<file path="config.mk">
export PLATFORM = sky130hd
export DESIGN_NAME = i2c_tmo_supervisor
export DESIGN_NICKNAME = d
export VERILOG_FILES = /design/src/rtl/i2c_tmo_pkg.sv /design/src/rtl/i2c_tmo_sync.sv /design/src/rtl/tmo_prescaler.sv /design/src/rtl/tmo_timer.sv /design/src/rtl/i2c_tmo_supervisor.sv
export SDC_FILE = /design/constraint.sdc
export NUM_CORES = 1
export LEC_CHECK = 0
export ABC_AREA = 1
export BUFFER_PORTS_ARGS = -buffer_cell sky130_fd_sc_hd__buf_4
export CORE_UTILIZATION = 65
export CTS_CLUSTER_DIAMETER = 30
export DETAILED_ROUTE_END_ITERATION = 8
export PLACE_DENSITY = 0.87
export REMOVE_ABC_BUFFERS = 1
export SLEW_MARGIN = 20
export SYNTH_ARGS = -nofsm -noshare
export SYNTH_HDL_FRONTEND = slang
export SYNTH_SLANG_ARGS = --single-unit
</file>
<file path="constraint.sdc">
create_clock -name clk -period 5.7 [get_ports clk]
set_input_delay 0 -clock clk [delete_from_list [all_inputs] [get_ports clk]]
set_output_delay 0 -clock clk [all_outputs]
set_load 0.005 [all_outputs]
</file>
<file path="src/rtl/i2c_tmo_pkg.sv">
package i2c_tmo_pkg;
   localparam int TMO_COUNT = 3;

   typedef enum int {
      TMO_SCL_LOW = 0,
      TMO_ARB     = 1,
      TMO_TRAN    = 2
   } tmo_id_e;

   typedef enum logic {
      BASE_US = 1'b0,
      BASE_MS = 1'b1
   } tmo_base_e;

   // Which tick each timer counts
   function automatic tmo_base_e tmo_base(input int id);
      return (id == TMO_SCL_LOW) ? BASE_US : BASE_MS;
   endfunction

   // Which timers are held off during a boot load
   function automatic bit tmo_boot_gated(input int id);
      return (id == TMO_SCL_LOW);
   endfunction
endpackage

</file>
<file path="src/rtl/i2c_tmo_sync.sv">
module i2c_tmo_sync #(
   parameter int STAGES = 2
) (
   input  logic clk,
   input  logic rst_n,
   input  logic d_i,
   output logic q_o
);
   generate
      if (STAGES == 0) begin : g_bypass
         assign q_o = d_i;
      end else begin : g_chain
         logic [STAGES-1:0] chain;
         always_ff @(posedge clk or negedge rst_n) begin
            if (!rst_n) chain <= '1;
            else        chain <= {chain[STAGES-2:0], d_i};
         end
         assign q_o = chain[STAGES-1];
      end
   endgenerate
endmodule

</file>
<file path="src/rtl/tmo_prescaler.sv">
module tmo_prescaler #(
   parameter int W = 16
) (
   input  logic         clk,
   input  logic         rst_n,
   input  logic         en,
   input  logic [W-1:0] div_i,
   output logic         tick_o
);
   logic [W-1:0] cnt;
   logic [W-1:0] div_q;
   logic         armed;
   logic         at_end;

   assign at_end = armed && (cnt == div_q);
   assign tick_o = en && at_end;

   always_ff @(posedge clk or negedge rst_n) begin
      if (!rst_n) begin
         cnt   <= '0;
         div_q <= '0;
         armed <= 1'b0;
      end else if (!armed) begin
         div_q <= div_i;
         armed <= 1'b1;
      end else if (en) begin
         if (at_end) begin
            cnt   <= '0;
            div_q <= div_i;   // new period only at a boundary
         end else begin
            cnt <= cnt + 1'b1;
         end
      end
   end
endmodule

</file>
<file path="src/rtl/tmo_timer.sv">
module tmo_timer #(
   parameter int CNT_W = 16
) (
   input  logic             clk,
   input  logic             rst_n,
   input  logic             tick,
   input  logic             active,
   input  logic [CNT_W-1:0] limit,
   input  logic             clr,
   output logic             flag_o
);
   logic [CNT_W-1:0] cnt;
   logic             run;
   logic             hit;

   assign run = active && (limit != '0);
   assign hit = run && tick && (cnt == limit - 1'b1);

   always_ff @(posedge clk or negedge rst_n) begin
      if (!rst_n) begin
         cnt    <= '0;
         flag_o <= 1'b0;
      end else begin
         if (!run)                      cnt <= '0;
         else if (tick && cnt < limit)  cnt <= cnt + 1'b1;
         if (hit)      flag_o <= 1'b1;
         else if (clr) flag_o <= 1'b0;
      end
   end
endmodule

</file>
<file path="src/rtl/i2c_tmo_supervisor.sv">
module i2c_tmo_supervisor
   import i2c_tmo_pkg::*;
#(
   parameter int DIV_W       = 16,
   parameter int CNT_W       = 16,
   parameter int SYNC_STAGES = 2
) (
   input  logic             clk,
   input  logic             rst_n,
   input  logic             scl_line,
   input  logic             start_evt,
   input  logic             stop_evt,
   input  logic             boot_busy,
   input  logic             arb_wait,
   input  logic [DIV_W-1:0] us_div,
   input  logic [DIV_W-1:0] ms_div,
   input  logic [CNT_W-1:0] scl_low_lim,
   input  logic [CNT_W-1:0] arb_lim,
   input  logic [CNT_W-1:0] tran_lim,
   input  logic [2:0]       flag_clr,
   output logic             us_tick,
   output logic             ms_tick,
   output logic             scl_low_flag,
   output logic             arb_flag,
   output logic             tran_flag
);
   localparam int NT = TMO_COUNT;

   generate
      if (DIV_W < 2 || DIV_W > 32) begin : g_bad_div
         $error("DIV_W out of range");
      end
      if (CNT_W < 2 || CNT_W > 32) begin : g_bad_cnt
         $error("CNT_W out of range");
      end
      if (SYNC_STAGES == 1 || SYNC_STAGES > 4) begin : g_bad_sync
         $error("SYNC_STAGES must be 0 or 2..4");
      end
   endgenerate

   logic scl_s;
   logic busy;

   i2c_tmo_sync #(.STAGES(SYNC_STAGES)) u_sync (
      .clk(clk), .rst_n(rst_n), .d_i(scl_line), .q_o(scl_s)
   );

   tmo_prescaler #(.W(DIV_W)) u_us (
      .clk(clk), .rst_n(rst_n), .en(1'b1), .div_i(us_div), .tick_o(us_tick)
   );

   tmo_prescaler #(.W(DIV_W)) u_ms (
      .clk(clk), .rst_n(rst_n), .en(us_tick), .div_i(ms_div), .tick_o(ms_tick)
   );

   // Transaction window: opened by start, closed by stop
   always_ff @(posedge clk or negedge rst_n) begin
      if (!rst_n)         busy <= 1'b0;
      else if (stop_evt)  busy <= 1'b0;
      else if (start_evt) busy <= 1'b1;
   end

   logic [NT-1:0]    raw_act;
   logic [NT-1:0]    t_tick;
   logic [NT-1:0]    t_flag;
   logic [CNT_W-1:0] t_lim [NT];

   assign raw_act[TMO_SCL_LOW] = ~scl_s;
   assign raw_act[TMO_ARB]     = arb_wait;
   assign raw_act[TMO_TRAN]    = busy;
   assign t_lim[TMO_SCL_LOW]   = scl_low_lim;
   assign t_lim[TMO_ARB]       = arb_lim;
   assign t_lim[TMO_TRAN]      = tran_lim;

   generate
      for (genvar i = 0; i < NT; i++) begin : g_tmo
         localparam tmo_base_e BASE  = tmo_base(i);
         localparam bit        GATED = tmo_boot_gated(i);
         logic act;

         if (BASE == BASE_US) begin : g_us
            assign t_tick[i] = us_tick;
         end else begin : g_ms
            assign t_tick[i] = ms_tick;
         end

         if (GATED) begin : g_gate
            assign act = raw_act[i] & ~boot_busy;
         end else begin : g_free
            assign act = raw_act[i];
         end

         tmo_timer #(.CNT_W(CNT_W)) u_tmr (
            .clk(clk), .rst_n(rst_n), .tick(t_tick[i]), .active(act),
            .limit(t_lim[i]), .clr(flag_clr[i]), .flag_o(t_flag[i])
         );
      end
   endgenerate

   assign scl_low_flag = t_flag[TMO_SCL_LOW];
   assign arb_flag     = t_flag[TMO_ARB];
   assign tran_flag    = t_flag[TMO_TRAN];
endmodule

</file>
==> results.cfg <==
[status]
status = complete, no violations

[sta]
slew_viol_final = 0
skew_ns = 0.0108
finalHoldViolCount = 0
fmax_mhz = 387
rsz0062_at_grt = false
tns_ns = 0
setup_viol = 0
finalCritPeriodShare_pct = 45.3
layout_min_cycle_time_ns = 2.58
relSlewSlack_pct = 41.2
worstMarginPinSlew_ns = 0.881

[logic_synthesis]
synth_top_area_share_pct = 30.5
avgSynthCellArea_um2 = 6.67
synth_top_cell_by_area = dfrtp_1
ys_warn_count = 0
synth.cell_area_um2 = 9610
yosys.cell_types.count = 37
synth_area_leaders = dfrtp_1 30%, nand2_1 16%, nand3_1 8.0%
yosysSeqAreaShare_pct = 31.0
synth-edff-count = 0
syn_inst = 1441
synth_ff_type = dfrtp_1
ys_seq_elements = 119
synthArstFlopShare_pct = 100

[die]
fp.dieW_um = 124
initial_utilization_pct = 66.4
core_area_um2 = 14500
row_count = 44
die_area_um2 = 15300
die_height_um = 124
ios = 95

[power_and_ir_drop]
leakagePower_nw = 6.14
ir_drop_mv = 0.304
powerDensity_nw_per_um2 = 204

[worst_setup_path]
startpoint_type = flip-flop
endpoint = g_tmo[1].u_tmr.cnt[4]
path_max_fanout = 28
crit_arrival_ns = 2.92
reg2regPathDepth = 12
reg2reg_from = u_us.div_q[4]
r2r_end = g_tmo[1].u_tmr.cnt[4]
regToRegSetupSlack_ns = 3.12
worstPathRequired_ns = 6.04
end_kind = flip-flop
path_class = flip-flop to flip-flop
cp-startpoint = u_us.div_q[4]

[grt]
grt_max_degree = 76
grt_first_pass_wirelength_um = 39900
grt_pass1_vias = 9002
gr-total-overflow = 0
antenna_found_initial = 0
grtUsageTotal_pct = 33.1

[placed_design]
port_buffers = 94
place_hpwl_um = 16700
placed_area_um2 = 10400
place.gp.congestion = 0.918

[clocking]
tritoncts = yes
cts.repair.resized = 0
clock_path_buffers = 2
root_buffer = clkbuf_16
htreeDepth = 4
clock_latency_ns = 0.42
clkTransAtPathRegs_ns = 0.06
cts_sinks = 119
cts_made_buffers = 17

[cells_and_area]
final_area_um2 = 11400
final_common_cell = nand2_1
finalNetCount = 1709
drive_above_1_share_pct = 9.66
antenna_cells = 0
final_cell_mix = 412 x nand2_1, 183 x nor2_1, 181 x inv_1
area_growth_pct = 18.5

[drt]
dr.pass1.iters = 5
vias = 9609
ant_nets = 0
drt_iter0_drc = 675
vias_per_cell = 5.47
wl_per_cell_um = 13.5
routed_wl_um = 23700
drc = 0

[flow_run]
maxCapViolCount = 0

[worst_hold_path]
hold_class = input pin to asynchronous set/reset pin
==> kinds of logic after synthesis <==
kind of cell / share of synthesized area, %
simple gates: 37.1
buf+inv: 9.14
flops: 31.0
xor+xnor: 9.93
compound gates: 4.91
fa+ha+maj: 7.68
mux: 0.234
other cells: 0.0390
==> state kept, by name (all words and copies together), names as in the netlist <==
signal                count
g_tmo.u_tmr.cnt          48
u_ms.cnt                 16
u_ms.div_q               16
u_us.cnt                 16
u_us.div_q               16
g_tmo.u_tmr.flag_o        3
u_sync.g_chain.chain      2
busy                      1
u_ms.armed                1
==> cell usage after synthesis, types with 2 or more instances <==
library cell  count
a21oi_1          39
xor2_1           87
xnor2_1          22
dfstp_2           2
ha_1             59
nand3b_1          6
o21a_1            4
mux2_2            2
o21ai_0          44
inv_2             6
buf_2            14
buf_6             2
nand3_4           2
inv_1           181
o211ai_1          2
nor3_1           28
nand2_2           4
or2_2             2
nand4_1          34
nand2_1         412
nor2_1          183
dfrtp_1         117
nor4_1            4
nand3_1         153
buf_1             3
clkbuf_1         18
==> area by class of cell <==
| class | instances | area (um2) |
|---|---|---|
| multi-input cells | 1097 | 5750 |
| clock inverters | 12 | 120 |
| fillers | 1078 | 3090 |
| flip-flops and latches | 119 | 2980 |
| inverters | 188 | 707 |
| well taps | 184 | 230 |
| clock buffers | 20 | 457 |
| repair buffers | 137 | 1140 |
==> critical path, stage by stage (launching register included) <==
cell	delay (ns)
dfrtp_1	0.37
inv_1	0.09
nand2_1	0.08
nand2_1	0.06
nor2_1	0.10
nand2_1	0.08
nor2_2	0.20
nand3_4	0.34
nor2_8	0.47
nand2_2	0.28
nand2_4	0.24
nand2_1	0.07
o21ai_1	0.08
==> report_power, final <==
group / total, mW / internal (mW) / switching (mW)
Clock: 1.04 / 0.627 / 0.410
Combinational: 0.359 / 0.151 / 0.208
Sequential: 0.931 / 0.890 / 0.0417
Total: 2.33 / 1.67 / 0.660
==> metal layers <==
layer,global-route usage [%],vias up,share of wire [%]
met5,0,-,0
met4,11.5,0,2.5
met3,5.36,55,5.4
met2,56.7,320,49
met1,42.3,4411,44
li1,-,4823,-
==> how the worst min path moves through the flow <==
stage	from	endpoint	slack, ns	depth (start not counted)
6_report	rst_n	g_tmo[0].u_tmr.flag_o	0.08	2
5_1_grt	rst_n	g_tmo[0].u_tmr.flag_o	0.11	2
4_1_cts	tran_lim[8]	g_tmo[2].u_tmr.flag_o	0.10	6
3_5_place_dp	scl_line	u_sync.g_chain.chain[0]	0.12	1
3_3_place_gp	scl_line	u_sync.g_chain.chain[0]	0.11	1
2_1_floorplan	rst_n	busy	-0.30	0
==> timing repair <==
action,4_1_cts,5_1_grt
endpoints found under the hold margin,109,0
buffers inserted,0,0
hold buffers,39,0
endpoints found under the setup margin,0,0
==> through the flow <==
stage | power, mW | instances | utilization, % | hold slack, ns | setup slack (ns)
3_3_place_gp | 1.26 | 1685 | 71.8 | 0.108 | 3.30
5_1_grt | 2.43 | 1757 | 78.6 | 0.107 | 2.89
3_5_place_dp | 1.27 | 1685 | 71.8 | 0.118 | 3.23
2_1_floorplan | 1.14 | 1404 | - | -0.296 | 3.29
4_1_cts | 2.33 | 1756 | 78.5 | 0.101 | 3.18
6_report | 2.33 | 1757 | 78.6 | 0.0789 | 3.12
Power figures use the tool's default switching activity.
